===== src/rtl/wkup_pkg.sv =====
`timescale 1ns/1ps
package wkup_pkg;
  // Event index within the six-bit event vector: low event first, then high.
  function automatic int unsigned ev_index(input int unsigned axis, input bit high);
    return 2 * axis + (high ? 1 : 0);
  endfunction

  typedef enum logic {
    COMB_ANY = 1'b0,
    COMB_ALL = 1'b1
  } comb_mode_e;
endpackage


===== src/rtl/wkup_axis_cmp.sv =====
`timescale 1ns/1ps
module wkup_axis_cmp #(
  parameter int unsigned DW = 16,
  parameter int unsigned TW = 16
) (
  input  logic signed [DW-1:0] sample,
  input  logic        [TW-1:0] thr,
  output logic                 ev_hi,
  output logic                 ev_lo
);
  localparam int unsigned EW = ((DW > TW) ? DW : TW) + 2;

  // Widen both operands so that -T never wraps.
  function automatic logic signed [EW-1:0] widen_smp(input logic signed [DW-1:0] s);
    return EW'(s);
  endfunction

  function automatic logic signed [EW-1:0] widen_thr(input logic [TW-1:0] t);
    return $signed({{(EW-TW){1'b0}}, t});
  endfunction

  function automatic logic above_pos(input logic signed [DW-1:0] s, input logic [TW-1:0] t);
    return widen_smp(s) > widen_thr(t);
  endfunction

  function automatic logic below_neg(input logic signed [DW-1:0] s, input logic [TW-1:0] t);
    return widen_smp(s) < -widen_thr(t);
  endfunction

  assign ev_hi = above_pos(sample, thr);
  assign ev_lo = below_neg(sample, thr);
endmodule


===== src/rtl/wkup_combine.sv =====
`timescale 1ns/1ps
module wkup_combine #(
  parameter int unsigned NAX = 3,
  localparam int unsigned NEV = 2 * NAX
) (
  input  logic [NEV-1:0]   ev,
  input  logic [NEV-1:0]   mask,
  input  wkup_pkg::comb_mode_e mode,
  output logic [NEV-1:0]   kept,
  output logic             hit
);
  function automatic logic combine(input logic [NEV-1:0] k, input logic [NEV-1:0] m,
                                   input wkup_pkg::comb_mode_e md);
    if (m == '0) return 1'b0;
    if (md == wkup_pkg::COMB_ALL) return (k == m);
    return |k;
  endfunction

  assign kept = ev & mask;
  assign hit  = combine(kept, mask, mode);
endmodule


===== src/rtl/wkup_src_reg.sv =====
`timescale 1ns/1ps
module wkup_src_reg #(
  parameter int unsigned NEV = 6
) (
  input  logic           clk,
  input  logic           rst_n,
  input  logic           vld,
  input  logic           ack,
  input  logic           hold,
  input  logic [NEV-1:0] kept,
  input  logic           hit,
  output logic [NEV:0]   src_q
);
  logic [NEV:0] fresh;
  logic [NEV:0] base;
  logic [NEV:0] src_d;

  assign fresh = {hit, kept};
  assign base  = ack ? '0 : src_q;

  always_comb begin
    src_d = base;
    if (vld) src_d = hold ? (base | fresh) : fresh;
  end

  always_ff @(posedge clk or negedge rst_n) begin
    if (!rst_n) src_q <= '0;
    else        src_q <= src_d;
  end

  AST_ACK_EMPTIES: assert property (@(posedge clk) disable iff (!rst_n)
    (ack && !vld) |=> (src_q == '0));
  AST_IDLE_FROZEN: assert property (@(posedge clk) disable iff (!rst_n)
    (!vld && !ack) |=> $stable(src_q));
  AST_HOLD_KEEPS: assert property (@(posedge clk) disable iff (!rst_n)
    (hold && !ack && src_q[NEV]) |=> src_q[NEV]);
  AST_PLAIN_LOADS: assert property (@(posedge clk) disable iff (!rst_n)
    (vld && !hold) |=> (src_q[NEV-1:0] == $past(kept)));
endmodule


===== src/rtl/wkup_irq_gen.sv =====
`timescale 1ns/1ps
module wkup_irq_gen #(
  parameter int unsigned DW  = 16,
  parameter int unsigned NAX = 3,
  parameter int unsigned TW  = 16
) (
  input  logic                 clk,
  input  logic                 rst_n,
  input  logic                 smp_vld,
  input  logic [NAX*DW-1:0]    smp_xyz,
  input  logic [2*NAX+1:0]     cfg,
  input  logic [TW/2-1:0]      thr_lo,
  input  logic [TW-TW/2-1:0]   thr_hi,
  input  logic                 ack,
  output logic [2*NAX+1:0]     src,
  output logic                 irq
);
  localparam int unsigned NEV    = 2 * NAX;
  localparam int unsigned HOLD_B = NEV;
  localparam int unsigned MODE_B = NEV + 1;

  logic [TW-1:0]  thr;
  logic [NEV-1:0] ev_raw;
  logic [NEV-1:0] ev_mask;
  logic [NEV-1:0] ev_kept;
  logic           ev_hit;
  logic           hold_en;
  wkup_pkg::comb_mode_e comb_mode;
  logic [NEV:0]   src_q;

  assign thr       = {thr_hi, thr_lo};
  assign ev_mask   = cfg[NEV-1:0];
  assign hold_en   = cfg[HOLD_B];
  assign comb_mode = wkup_pkg::comb_mode_e'(cfg[MODE_B]);

  for (genvar a = 0; a < NAX; a++) begin : g_axis
    wkup_axis_cmp #(.DW(DW), .TW(TW)) u_cmp (
      .sample (smp_xyz[a*DW +: DW]),
      .thr    (thr),
      .ev_hi  (ev_raw[wkup_pkg::ev_index(a, 1'b1)]),
      .ev_lo  (ev_raw[wkup_pkg::ev_index(a, 1'b0)])
    );
  end

  wkup_combine #(.NAX(NAX)) u_comb (
    .ev   (ev_raw),
    .mask (ev_mask),
    .mode (comb_mode),
    .kept (ev_kept),
    .hit  (ev_hit)
  );

  wkup_src_reg #(.NEV(NEV)) u_src (
    .clk   (clk),
    .rst_n (rst_n),
    .vld   (smp_vld),
    .ack   (ack),
    .hold  (hold_en),
    .kept  (ev_kept),
    .hit   (ev_hit),
    .src_q (src_q)
  );

  assign src = {1'b0, src_q};
  assign irq = src_q[NEV];

  AST_EMPTY_MASK_QUIET: assert property (@(posedge clk) disable iff (!rst_n)
    (smp_vld && !hold_en && (ev_mask == '0)) |=> !irq);
  AST_ANY_MODE_FIRES: assert property (@(posedge clk) disable iff (!rst_n)
    (smp_vld && (comb_mode == wkup_pkg::COMB_ANY) && ((ev_raw & ev_mask) != '0)) |=> irq);
  AST_TOP_BIT_ZERO: assert property (@(posedge clk) disable iff (!rst_n)
    !src[2*NAX+1]);
endmodule


===== config.mk =====
export PLATFORM = sky130hd
export DESIGN_NAME = wkup_irq_gen
export DESIGN_NICKNAME = d
export VERILOG_FILES = /design/src/rtl/wkup_pkg.sv /design/src/rtl/wkup_axis_cmp.sv /design/src/rtl/wkup_combine.sv /design/src/rtl/wkup_src_reg.sv /design/src/rtl/wkup_irq_gen.sv
export SDC_FILE = /design/constraint.sdc
export NUM_CORES = 1
export LEC_CHECK = 0
export BUFFER_PORTS_ARGS = -buffer_cell sky130_fd_sc_hd__buf_2
export CORE_MARGIN = 2
export CORE_UTILIZATION = 54
export DETAILED_ROUTE_END_ITERATION = 8
export PLACE_DENSITY = 0.82
export RECOVER_POWER = 25
export REMOVE_ABC_BUFFERS = 1
export SYNTH_ARGS = -nofsm -noshare
export SYNTH_HDL_FRONTEND = slang
export SYNTH_SLANG_ARGS = --single-unit

===== constraint.sdc =====
create_clock -name clk -period 0.8 [get_ports clk]
set_input_delay 0.04 -clock clk [delete_from_list [all_inputs] [get_ports clk]]
set_output_delay 0.04 -clock clk [all_outputs]
set_load 0.02 [all_outputs]

==> results of run 1 <==
## cells by family after synthesis
kind of cell | count (synthesis) | share of synthesized area (%)
AO/OA/AOI/OAI | 99 | 22.9
XOR/XNOR | 11 | 3.23
adder cells (fa/ha/maj) | 99 | 41.5
buffers and inverters | 37 | 4.95
flip-flops | 7 | 5.88
multiplexers | 5 | 1.72
other | 1 | 0.126
AND/OR/NAND/NOR | 112 | 19.7
## layer usage
metal	overflow	global-route usage (%)
met1	3	68.8
met2	6	93.8
met3	0	55.7
met4	8	77.0
met5	0	21.8
## timing repair
action                                 CTS
pin swaps                               40
endpoints found under the hold margin    7
hold buffers                             1
buffers inserted                         9
resized for setup                      125
setup endpoints to repair               13
## metrics by stage
stage / instances / utilization, % / TNS, ps / hold slack [ps]
after detailed placement: 656 / 82.7 / -15390 / -121
after floorplan: 367 / - / -11500 / -256
after global placement: 656 / 82.7 / -14470 / -127
after CTS: 669 / 96.2 / -11840 / 150
==> results.ini, run 1 <==
[synth]
syn_inst = 371
synth_edf_count = 0
post-synth-top-count-cell = ha_1
synthArstFlopShare_pct = 100
synth_common_cells = ha_1 (97), inv_1 (33), a21oi_1 (31)
syn_area_um2 = 2980
yosysTopAreaCell = ha_1
syn_area_per_cell_um2 = 8.03
ys_types = 59
yosys_warnings = 0
yosys-top-cells-area = ha_1 (41%), dfrtp_1 (5.9%), a21oi_1 (5.2%)
ys_ff_latch = 7
synth_flop_cell = dfrtp_1
yosysSeqAreaShare_pct = 5.88
yosysTopAreaCellShare_pct = 40.7

[grt]
grt_use_total_pct = 72.9
grt_max_degree = 8
grt_overflow_total = 17
grt_pass1_vias = 5789
grt_pass1_wl_um = 33400

[place]
dpl.hpwl_um = 9900
place_congestion = 1.00
dpl_cell_area_um2 = 4470
place_worst_setup_slack_ps = -2950
numPortBuffers = 83

[die]
io_pins = 85
fp.dieH_um = 78.3
floorplan.initialDensity_pct = 55.1
chipWidth_um = 78.3
row_count = 27

[clock_tree]
cts_buffer_depth = 2
htree_levels = 1
numClockSinks = 7
root_buffer = clkbuf_8
numCtsBuffers = 3

[run_status]
error_line = [ERROR GRT-0116] Global routing finished with congestion. Check the congestion regions in the DRC Viewer.
status = stopped before the end
stop_stage = global routing (5_1_grt)

==> run 2, diff against run 1 <==
- CORE_UTILIZATION: 54 -> 40
- PLACE_DENSITY: 0.82 -> unset
- PLACE_DENSITY_LB_ADDON: unset -> 0.15
==> run 2 against run 1 <==
The flow now finishes, with violations (negative setup slack). Synthesized area is the same. Synthesized cell count stayed put.
==> results.ini, run 2 <==
[run_status]
status = finished, violations left  ; was stopped before the end
violations = negative setup slack

[cells_and_area]
syn2layout_area_growth_pct = 88.8
n_antenna_cell = 0
fin_util_pct = 77.6
design_area_um2 = 5630
drive_gt1_share_pct = 54.2
layout.nets = 788
top_regs = u_src.src_q (7)
layout_commonest_cell = buf_4
top_register = u_src.src_q
largest_reg_flops = 7
layout_common_cells = buf_4 (143), ha_1 (80), buf_2 (69)

[synth]
syn_inst = 371  ; unchanged
post-synth-top-count-cell = ha_1  ; unchanged
yosys-top-cells-area = ha_1 (41%), dfrtp_1 (5.9%), a21oi_1 (5.2%)  ; unchanged
synth_common_cells = ha_1 (97), inv_1 (33), a21oi_1 (31)  ; unchanged
yosysTopAreaCell = ha_1  ; unchanged
yosysTopAreaCellShare_pct = 40.7  ; unchanged
ys_types = 59  ; unchanged
synthArstFlopShare_pct = 100  ; unchanged
syn_area_um2 = 2980  ; unchanged
yosys_warnings = 0  ; unchanged
syn_area_per_cell_um2 = 8.03  ; unchanged
synth_flop_cell = dfrtp_1  ; unchanged
yosysSeqAreaShare_pct = 5.88  ; unchanged
ys_ff_latch = 7  ; unchanged
synth_edf_count = 0  ; unchanged

[worst_setup_path]
cp-start-kind = input pin
critPathKind = in -> reg
arrival_ps = 3360
regToRegEndpoint = u_src.src_q[6]
critPathCaptureType = flip-flop
cp_max_fo = 3
rrSetupSlack_ps = -40
required_ps = 930
rr_startpoint = u_src.src_q[6]
r2r_cells = 3

[sta]
drv_slew = 0
setup_viol_count_final = 11
max_freq_mhz = 310
relSlewSlack_pct = 64.7
grt_setup_unrepaired = yes
layout_setup_ws_ps = -2420
skew_ps = 0
hold_violations = 0
finalCritPeriodShare_pct = 403
fin_crit_ps = 3220
tightest_slew_ps = 525

[hold_path]
min_path_cells = 3
hold_start = cfg[7]
hp-class = in -> reg
holdPathEnd = u_src.src_q[6]

[routing]
via_per_inst = 5.56
wire_per_inst_um = 17.7
dr.first_iter.drc_count = 177
wirelength_um = 12600
drcViolationCount = 0
ant_nets = 0
first_pass_iters = 5
vias = 3966

[clock_tree]
root_buffer = clkbuf_8  ; unchanged
cts_buffer_depth = 2  ; unchanged
numCtsBuffers = 3  ; unchanged
insertion_delay_ps = 240
numClockSinks = 7  ; unchanged
path_clk_slew_ps = 40
htree_levels = 1  ; unchanged
cts_tree = built

[place]
place_congestion = 0.901  ; was 1.00
dpl.hpwl_um = 9370  ; was 9900 µm
place_worst_setup_slack_ps = -3030  ; was -2950 ps
dpl_cell_area_um2 = 4550  ; was 4470 µm²
numPortBuffers = 83  ; unchanged

[die]
row_count = 31  ; was 27
io_pins = 85  ; unchanged
die_area_um2 = 8160
core_area_um2 = 7250
fp.dieH_um = 90.3  ; was 78.3 µm
chipWidth_um = 90.3  ; was 78.3 µm
floorplan.initialDensity_pct = 41.1  ; was 55.1%

[power_and_ir_drop]
p_leak_nw = 2.79
p_per_area_nw_per_um2 = 696
vdd_ir_drop_max_uv = 413

[grt]
grt_use_total_pct = 28.4
grt_pass1_wl_um = 19000
grt_pass1_vias = 3987
grt_max_degree = 8
grt_overflow_total = 0
antenna_found_initial = 0

[run]
maxCapViolations = 0

## run 2: cell counts after synthesis
Identical to the previous run, type by type.
## run 2: kinds of logic after synthesis
group | count (synthesis) | share of synthesized area, %
xor+xnor | 11 | 3.23
mux | 5 | 1.72
buf+inv | 37 | 4.95
fa+ha+maj | 99 | 41.5
simple gates | 112 | 19.7
other cells | 1 | 0.126
flops | 7 | 5.88
compound gates | 99 | 22.9
## run 2: cell type report
| cell class | count | area [µm²] |
|---|---|---|
| clock buffers | 4 | 45.0 |
| fillers | 489 | 1630 |
| inverters | 33 | 135 |
| multi-input cells | 327 | 3380 |
| flip-flops and latches | 7 | 175 |
| well taps | 99 | 124 |
| repair buffers | 243 | 1770 |
## run 2: critical path: stages
cell,delay (ps)
buf_8,110
or4_4,580
buf_6,160
nor4_4,210
xnor2_2,150
ha_1,350
nand2_4,70
nor3_4,180
o31ai_2,90
buf_4,140
o211ai_1,120
maj3_2,270
o22a_1,170
mux2i_2,330
buf_4,180
o221ai_2,110
o311ai_2,80
## run 2: where the power goes
part / total (mW) / internal [mW] / leakage (nW) / switching, mW
combinational: 2.99 / 1.55 / 2.68 / 1.44
sequential: 0.402 / 0.380 / 0.0940 / 0.0223
clock: 0.525 / 0.347 / 0.0228 / 0.178
## run 2: worst max-delay path by stage
| stage | startpoint | end | cells after the start | slack [ps] |
|---|---|---|---|---|
| after floorplan | thr_lo[1] | u_src.src_q[6] | 14 | -2550 |
| after global placement | thr_lo[1] | u_src.src_q[6] | 15 | -2860 |
| after detailed placement | thr_lo[1] | u_src.src_q[6] | 14 | -3030 |
| after CTS | thr_lo[3] | u_src.src_q[6] | 15 | -2380 |
| after global routing | thr_lo[1] | u_src.src_q[6] | 17 | -2520 |
| final | thr_lo[1] | u_src.src_q[6] | 17 | -2420 |
## run 2: what timing repair did
| item | CTS | global route |
|---|---|---|
| setup buffers | 14 | 9 |
| hold endpoints to repair | 7 | 0 |
| resized for setup | 88 | 77 |
| pin swaps | 32 | 47 |
| hold buffers | 1 | 0 |
| endpoints found under the setup margin | 11 | 15 |
## run 2: metrics by stage
| step | power [mW] | std cells | hold WS (ps) | TNS, ps |
|---|---|---|---|---|
| 2_1_floorplan | 1.41 | 367 | -256 | -11500 |
| 3_3_place_gp | 2.59 | 689 | -124 | -15350 |
| 3_5_place_dp | 2.64 | 689 | -118 | -15910 |
| 4_1_cts | 3.46 | 707 | 127 | -12470 |
| 5_1_grt | 4.19 | 713 | 166 | -13440 |
| 6_report | 3.92 | 713 | 150 | -12790 |
## run 2: layer usage
layer	share of wire [%]	vias up	wire (µm)	global-route usage, %
met1	43	1892	5400	36.2
met3	4.7	23	598	2.50
met2	51	140	6370	51.6
li1	-	1911	-	-
met4	1.9	0	237	6.67
met5	0	-	0	0
Note: power is estimated with default switching activity, not from simulation.
==> run 3, diff against run 2 <==
- clock period: 0.8 -> 3.65 ns (I/O delays scaled with it)
==> run 3 against run 2 <==
Highest routed layer unchanged. Power shrank 85%. Routed wire length is 25% lower. Sequential share of layout area increased by 1.5 points. The run now ends clean. Flip-flop and latch count unchanged. Clock power decreased by 80%. Clock-buffer cell count is the same. Final cell count fell by 18%. Utilization fell by 25 points.
==> results.ini, run 3 (synthesis gave the netlist of run 2 again) <==
[run_status]
status = finished, final reports clean  ; was finished, violations left

[routing]
dr.first_iter.drc_count = 148  ; was 177
wirelength_um = 9490  ; was 12600 µm
drcViolationCount = 0  ; unchanged
wire_per_inst_um = 16.3  ; was 17.7 µm
via_per_inst = 5.59  ; was 5.56
ant_nets = 0  ; unchanged
wl_met1_um = 4440  ; was 5400 µm
first_pass_iters = 4  ; was 5
wl_met2_um = 4500  ; was 6370 µm
vias = 3263  ; was 3966
dr_wl_met3_um = 502  ; was 598 µm
top_layer = met4  ; unchanged

[cells_and_area]
largest_reg_flops = 7  ; unchanged
layout_commonest_cell = ha_1  ; was buf_4
layout_common_cells = ha_1 (97), buf_2 (82), inv_1 (33)  ; was buf_4 (143), ha_1 (80), buf_2 (69)
fin_util_pct = 52.5  ; was 77.6%
syn2layout_area_growth_pct = 27.7  ; was 88.8%
fillCellCount = 754  ; was 489
top_register = u_src.src_q  ; unchanged
layout.nets = 659  ; was 788
top_regs = u_src.src_q (7)  ; unchanged
drive_gt1_share_pct = 26.8  ; was 54.2%
n_antenna_cell = 0  ; unchanged

[worst_setup_path]
critPathCaptureType = flip-flop  ; unchanged
required_ps = 3770  ; was 930 ps
slowest_delay_ps = 460  ; was 580 ps
rrSetupSlack_ps = 2950  ; was -40 ps
cp_common_cell = buf_4  ; unchanged
cp-start-kind = input pin  ; unchanged
cp_max_fo = 5  ; was 3
critPathKind = in -> reg  ; unchanged
slowest_stage = or4_4  ; unchanged
arrival_ps = 3620  ; was 3360 ps
crit_chain = buf_2 -> buf_4 -> or4_4 -> nor4_2 -> nand3_1 -> o41ai_1 -> o21ai_1 -> ha_1 -> a21oi_1 -> nor2_1 -> a211o_1 -> a31o_2 -> buf_4 -> o31ai_2 -> a2111oi_2 -> o311ai_2  ; was buf_8 -> or4_4 -> buf_6 -> nor4_4 -> xnor2_2 -> ha_1 -> nand2_4 -> nor3_4 -> o31ai_2 -> buf_4 -> o211ai_1 -> maj3_2 -> o22a_1 -> mux2i_2 -> buf_4 -> o221ai_2 -> o311ai_2

[grt]
grt_overflow_total = 0  ; unchanged
grt_max_degree = 9  ; was 8
antenna_found_initial = 0  ; unchanged
grt_pass1_wl_um = 15800  ; was 19000 µm
grt_pass1_vias = 3272  ; was 3987
grt_use_total_pct = 23.3  ; was 28.4%

[die]
die_area_um2 = 8160  ; unchanged
fp.dieH_um = 90.3  ; unchanged
core_area_um2 = 7250  ; unchanged
row_count = 31  ; unchanged
chipWidth_um = 90.3  ; unchanged
floorplan.initialDensity_pct = 41.1  ; unchanged
io_pins = 85  ; unchanged

[clock_tree]
cts_buffer_depth = 2  ; unchanged
htree_levels = 1  ; unchanged
numCtsBuffers = 3  ; unchanged
numClockSinks = 7  ; unchanged
root_buffer = clkbuf_8  ; unchanged
path_clk_slew_ps = 40  ; about the same
insertion_delay_ps = 220  ; was 240 ps
cts_tree = built  ; unchanged

[sta]
setup_viol_count_final = 0  ; was 11
relSlewSlack_pct = 63.6  ; was 64.7%
skew_ps = 0  ; unchanged
hold_violations = 0  ; unchanged
finalCritPeriodShare_pct = 95.7
fin_setup_tns_ps = 0  ; was -12790 ps
fin_crit_ps = 3490
max_freq_mhz = 286
drv_slew = 0  ; unchanged
hold_slack_ps = 225  ; was 150 ps
tightest_slew_ps = 545  ; was 525 ps

[power_and_ir_drop]
finalPower_mw = 0.590  ; was 3.92 mW
vdd_ir_drop_max_uv = 76.5  ; was 413 µV
p_per_area_nw_per_um2 = 155  ; was 696 nW/µm²
p_leak_nw = 2.01  ; was 2.79 nW

[place]
dpl.hpwl_um = 8340  ; was 9370 µm
numPortBuffers = 83  ; unchanged
place_congestion = 0.873  ; was 0.901

[run]
maxCapViolations = 0  ; unchanged

[hold_path]
hp-class = in -> reg  ; unchanged

## run 3: cell count changes in the layout (fill, tap and decap cells not counted), moves of 8 or more
cell    previous run  this run
buf_4            143        30
ha_1              80        97
buf_6             26         0
ha_4              17         0
nor2_1            17        25
buf_2             69        82
## run 3: critical path, delay by kind of cell
kind | cells | cell delay, ps
buf+inv | 3 | 400
fa+ha+maj | 1 | 330
compound gates | 8 | 1770
simple gates | 4 | 920
## run 3: final cells by class
type | count | area, µm² | share of cell area (%)
Clock buffer | 4 | 45.0 | 1.18
Inverter | 33 | 124 | 3.26
Multi-Input combinational cell | 327 | 2690 | 70.6
Sequential cell | 7 | 175 | 4.60
Tap cell | 99 | 124 | 3.26
Timing Repair Buffer | 114 | 649 | 17.1
## run 3: stage by stage
step | setup WS, ps | instance area (µm²) | instances
floorplan | 154 | 2960 | 367
global placement | -123 | 3720 | 579
detailed placement | -219 | 3720 | 579
CTS | 57.4 | 3780 | 584
global route | -19.3 | 3800 | 584
finish | 157 | 3800 | 584
## run 3: power breakdown
| part | switching [mW] | total (mW) | internal, mW |
|---|---|---|---|
| Clock | 0.0320 | 0.107 | 0.0754 |
| Sequential | 0.00295 | 0.0862 | 0.0833 |
| Combinational | 0.221 | 0.397 | 0.176 |
## run 3: worst paths after layout
path / startpoint / to / cells after the start
worst max-delay path: thr_lo[0] / u_src.src_q[6] / 16
min in group asynchronous: rst_n / u_src.src_q[0] / 2
worst max register to register: u_src.src_q[6] / u_src.src_q[6] / 2
max in group asynchronous: rst_n / u_src.src_q[1] / 2
worst min-delay path: cfg[7] / u_src.src_q[6] / 2
worst min register to register: u_src.src_q[3] / u_src.src_q[3] / 2
## run 3: what timing repair did
action,4_1_cts,5_1_grt
hold endpoints to repair,7,0
pin swaps,0,2
setup buffers,0,0
endpoints found under the setup margin,1,2
resized for setup,1,6
hold buffers,1,0
## run 3: routing by layer
layer,GRT usage [%],up-vias
li1,-,1653
met1,32.9,1507
met2,39.9,97
met3,2.00,6
met4,2.56,0
met5,0,-
==> run 4, diff against run 3 <==
- BUFFER_PORTS_ARGS: -buffer_cell sky130_fd_sc_hd__buf_2 -> -buffer_cell sky130_fd_sc_hd__clkbuf_2
==> run 4 against run 3 <==
Non-clock buffer count grew 1. Worst setup slack gained 48 ps. Clock-buffer cell count is 1 lower. Critical endpoint unchanged. Largest power group unchanged.
==> results.ini, run 4 (synthesis gave the netlist of run 2 again) <==
[cells_and_area]
layout.nets = 660  ; was 659
fillCellCount = 743  ; was 754
n_antenna_cell = 0  ; unchanged
layout_common_cells = ha_1 (97), clkbuf_2 (82), inv_1 (33)  ; was ha_1 (97), buf_2 (82), inv_1 (33)
top_regs = u_src.src_q (7)  ; unchanged
drive_gt1_share_pct = 28.0  ; was 26.8%
layout_commonest_cell = ha_1  ; unchanged
top_register = u_src.src_q  ; unchanged
largest_reg_flops = 7  ; unchanged
stdcell_count = 585  ; was 584
fin_util_pct = 53.0  ; was 52.5%
syn2layout_area_growth_pct = 28.9  ; was 27.7%

[routing]
via_per_inst = 5.56  ; was 5.59
drcViolationCount = 0  ; unchanged
dr.first_iter.drc_count = 123  ; was 148
wirelength_um = 9240  ; was 9490 µm
vias = 3250  ; was 3263
ant_nets = 0  ; unchanged
wire_per_inst_um = 15.8  ; was 16.3 µm
first_pass_iters = 4  ; unchanged

[run_status]
status = finished, final reports clean  ; unchanged

[worst_setup_path]
slowest_delay_ps = 450  ; was 460 ps
cp_common_cell = buf_4  ; unchanged
crit_chain = clkbuf_2 -> buf_4 -> or4_4 -> buf_4 -> nor2_1 -> xnor2_1 -> ha_1 -> a21boi_0 -> o31ai_1 -> buf_4 -> o211ai_1 -> maj3_2 -> o22a_1 -> mux2i_2 -> a2111oi_2 -> o311ai_2  ; was buf_2 -> buf_4 -> or4_4 -> nor4_2 -> nand3_1 -> o41ai_1 -> o21ai_1 -> ha_1 -> a21oi_1 -> nor2_1 -> a211o_1 -> a31o_2 -> buf_4 -> o31ai_2 -> a2111oi_2 -> o311ai_2
cp_top_family = compound AO/OA/AOI/OAI gates  ; unchanged
cp-start-kind = input pin  ; unchanged
arrival_ps = 3540  ; was 3620 ps
slowest_stage = or4_4  ; unchanged
cp_max_fo = 5  ; unchanged
critPathCaptureType = flip-flop  ; unchanged
required_ps = 3740  ; was 3770 ps
cp_num_buf_inv = 4  ; was 3
critPathKind = in -> reg  ; unchanged

[die]
row_count = 31  ; unchanged
floorplan.initialDensity_pct = 41.1  ; unchanged
core_area_um2 = 7250  ; unchanged
die_area_um2 = 8160  ; unchanged
io_pins = 85  ; unchanged
fp.dieH_um = 90.3  ; unchanged
chipWidth_um = 90.3  ; unchanged

[sta]
fin_crit_ps = 3440  ; was 3490 ps
tightest_slew_ps = 514  ; was 545 ps
hold_violations = 0  ; unchanged
relSlewSlack_pct = 64.8  ; was 63.6%
drv_slew = 0  ; unchanged
grt_setup_unrepaired = no
max_freq_mhz = 290  ; was 286 MHz
setup_viol_count_final = 0  ; unchanged
skew_ps = 0  ; unchanged
hold_slack_ps = 213  ; was 225 ps
finalCritPeriodShare_pct = 94.4  ; was 95.7%

[place]
dpl.hpwl_um = 8340  ; about the same
numPortBuffers = 83  ; unchanged
place_congestion = 0.857  ; was 0.873
place_inst = 580  ; was 579

[power_and_ir_drop]
p_per_area_nw_per_um2 = 154  ; was 155 nW/µm²
vdd_ir_drop_max_uv = 93.1  ; was 76.5 µV
p_leak_nw = 2.04  ; was 2.01 nW

[hold_path]
hp-class = in -> reg  ; unchanged

[grt]
grt_pass1_wl_um = 15600  ; was 15800 µm
grt_use_total_pct = 23.1  ; was 23.3%
grt_max_degree = 9  ; unchanged
grt_pass1_vias = 3225  ; was 3272
grt_overflow_total = 0  ; unchanged
antenna_found_initial = 0  ; unchanged

[clock_tree]
htree_levels = 1  ; unchanged
post-cts-setup-buffers = 0  ; unchanged
numCtsBuffers = 3  ; unchanged
numClockSinks = 7  ; unchanged
root_buffer = clkbuf_8  ; unchanged
path_clk_slew_ps = 40  ; about the same
insertion_delay_ps = 230  ; was 220 ps
cts_buffer_depth = 2  ; unchanged
cts_tree = built  ; unchanged

[run]
maxCapViolations = 0  ; unchanged

[run 4: cell count changes in the layout (fill, tap and decap cells not counted), sizes merged]
cell / change
buf: -81
clkbuf: +81
clkinv: +1
[run 4: cell type report]
cell class / count / area (µm²) / area share, %
multi-input cells: 327 / 2720 / 70.7
clock inverters: 1 / 5.00 / 0.130
flip-flops and latches: 7 / 175 / 4.56
well taps: 99 / 124 / 3.22
repair buffers: 115 / 657 / 17.1
clock buffers: 3 / 41.3 / 1.07
inverters: 33 / 124 / 3.22
[run 4: power by group]
group | switching (mW) | leakage, nW | internal (mW)
clock | 0.0345 | 0.0255 | 0.0739
combinational | 0.220 | 1.92 | 0.178
sequential | 0.00301 | 0.0940 | 0.0832
total | 0.257 | 2.04 | 0.335
[run 4: final timing paths]
path                       slack [ps]  cells past startpoint        endpoint      startpoint
min                               210                      2  u_src.src_q[6]          cfg[7]
min in group asynchronous         380                      2  u_src.src_q[0]           rst_n
min reg2reg                       480                      2  u_src.src_q[3]  u_src.src_q[3]
max reg2reg                      2950                      1  u_src.src_q[1]  u_src.src_q[1]
max                               210                     16  u_src.src_q[6]       thr_lo[0]
max in group asynchronous        3010                      2  u_src.src_q[4]           rst_n
[run 4: through the flow]
stage / power (mW) / setup slack (ps) / setup TNS (ps) / instance area (µm²)
floorplan: 0.309 / 154 / 0 / 2960
global placement: 0.468 / -104 / -104 / 3730
detailed placement: 0.474 / -207 / -221 / 3730
CTS: 0.587 / 15.5 / 0 / 3780
global route: 0.658 / 10.1 / 0 / 3840
finish: 0.592 / 205 / 0 / 3840
[run 4: metal layers]
metal  GRT usage (%)  vias up  part of all wire [%]
met1            33.0     1490                    49
met5               0        -                     0
met2            39.5       94                    46
li1                -     1660                     -
met4            2.69        0                  0.65
met3            1.42        6                   4.4
[run 4: timing repair]
action                                  in CTS  in global routing
hold buffers                                 1                  0
gates resized for setup                      0                 12
hold endpoints to repair                     7                  0
endpoints found under the setup margin       0                  4
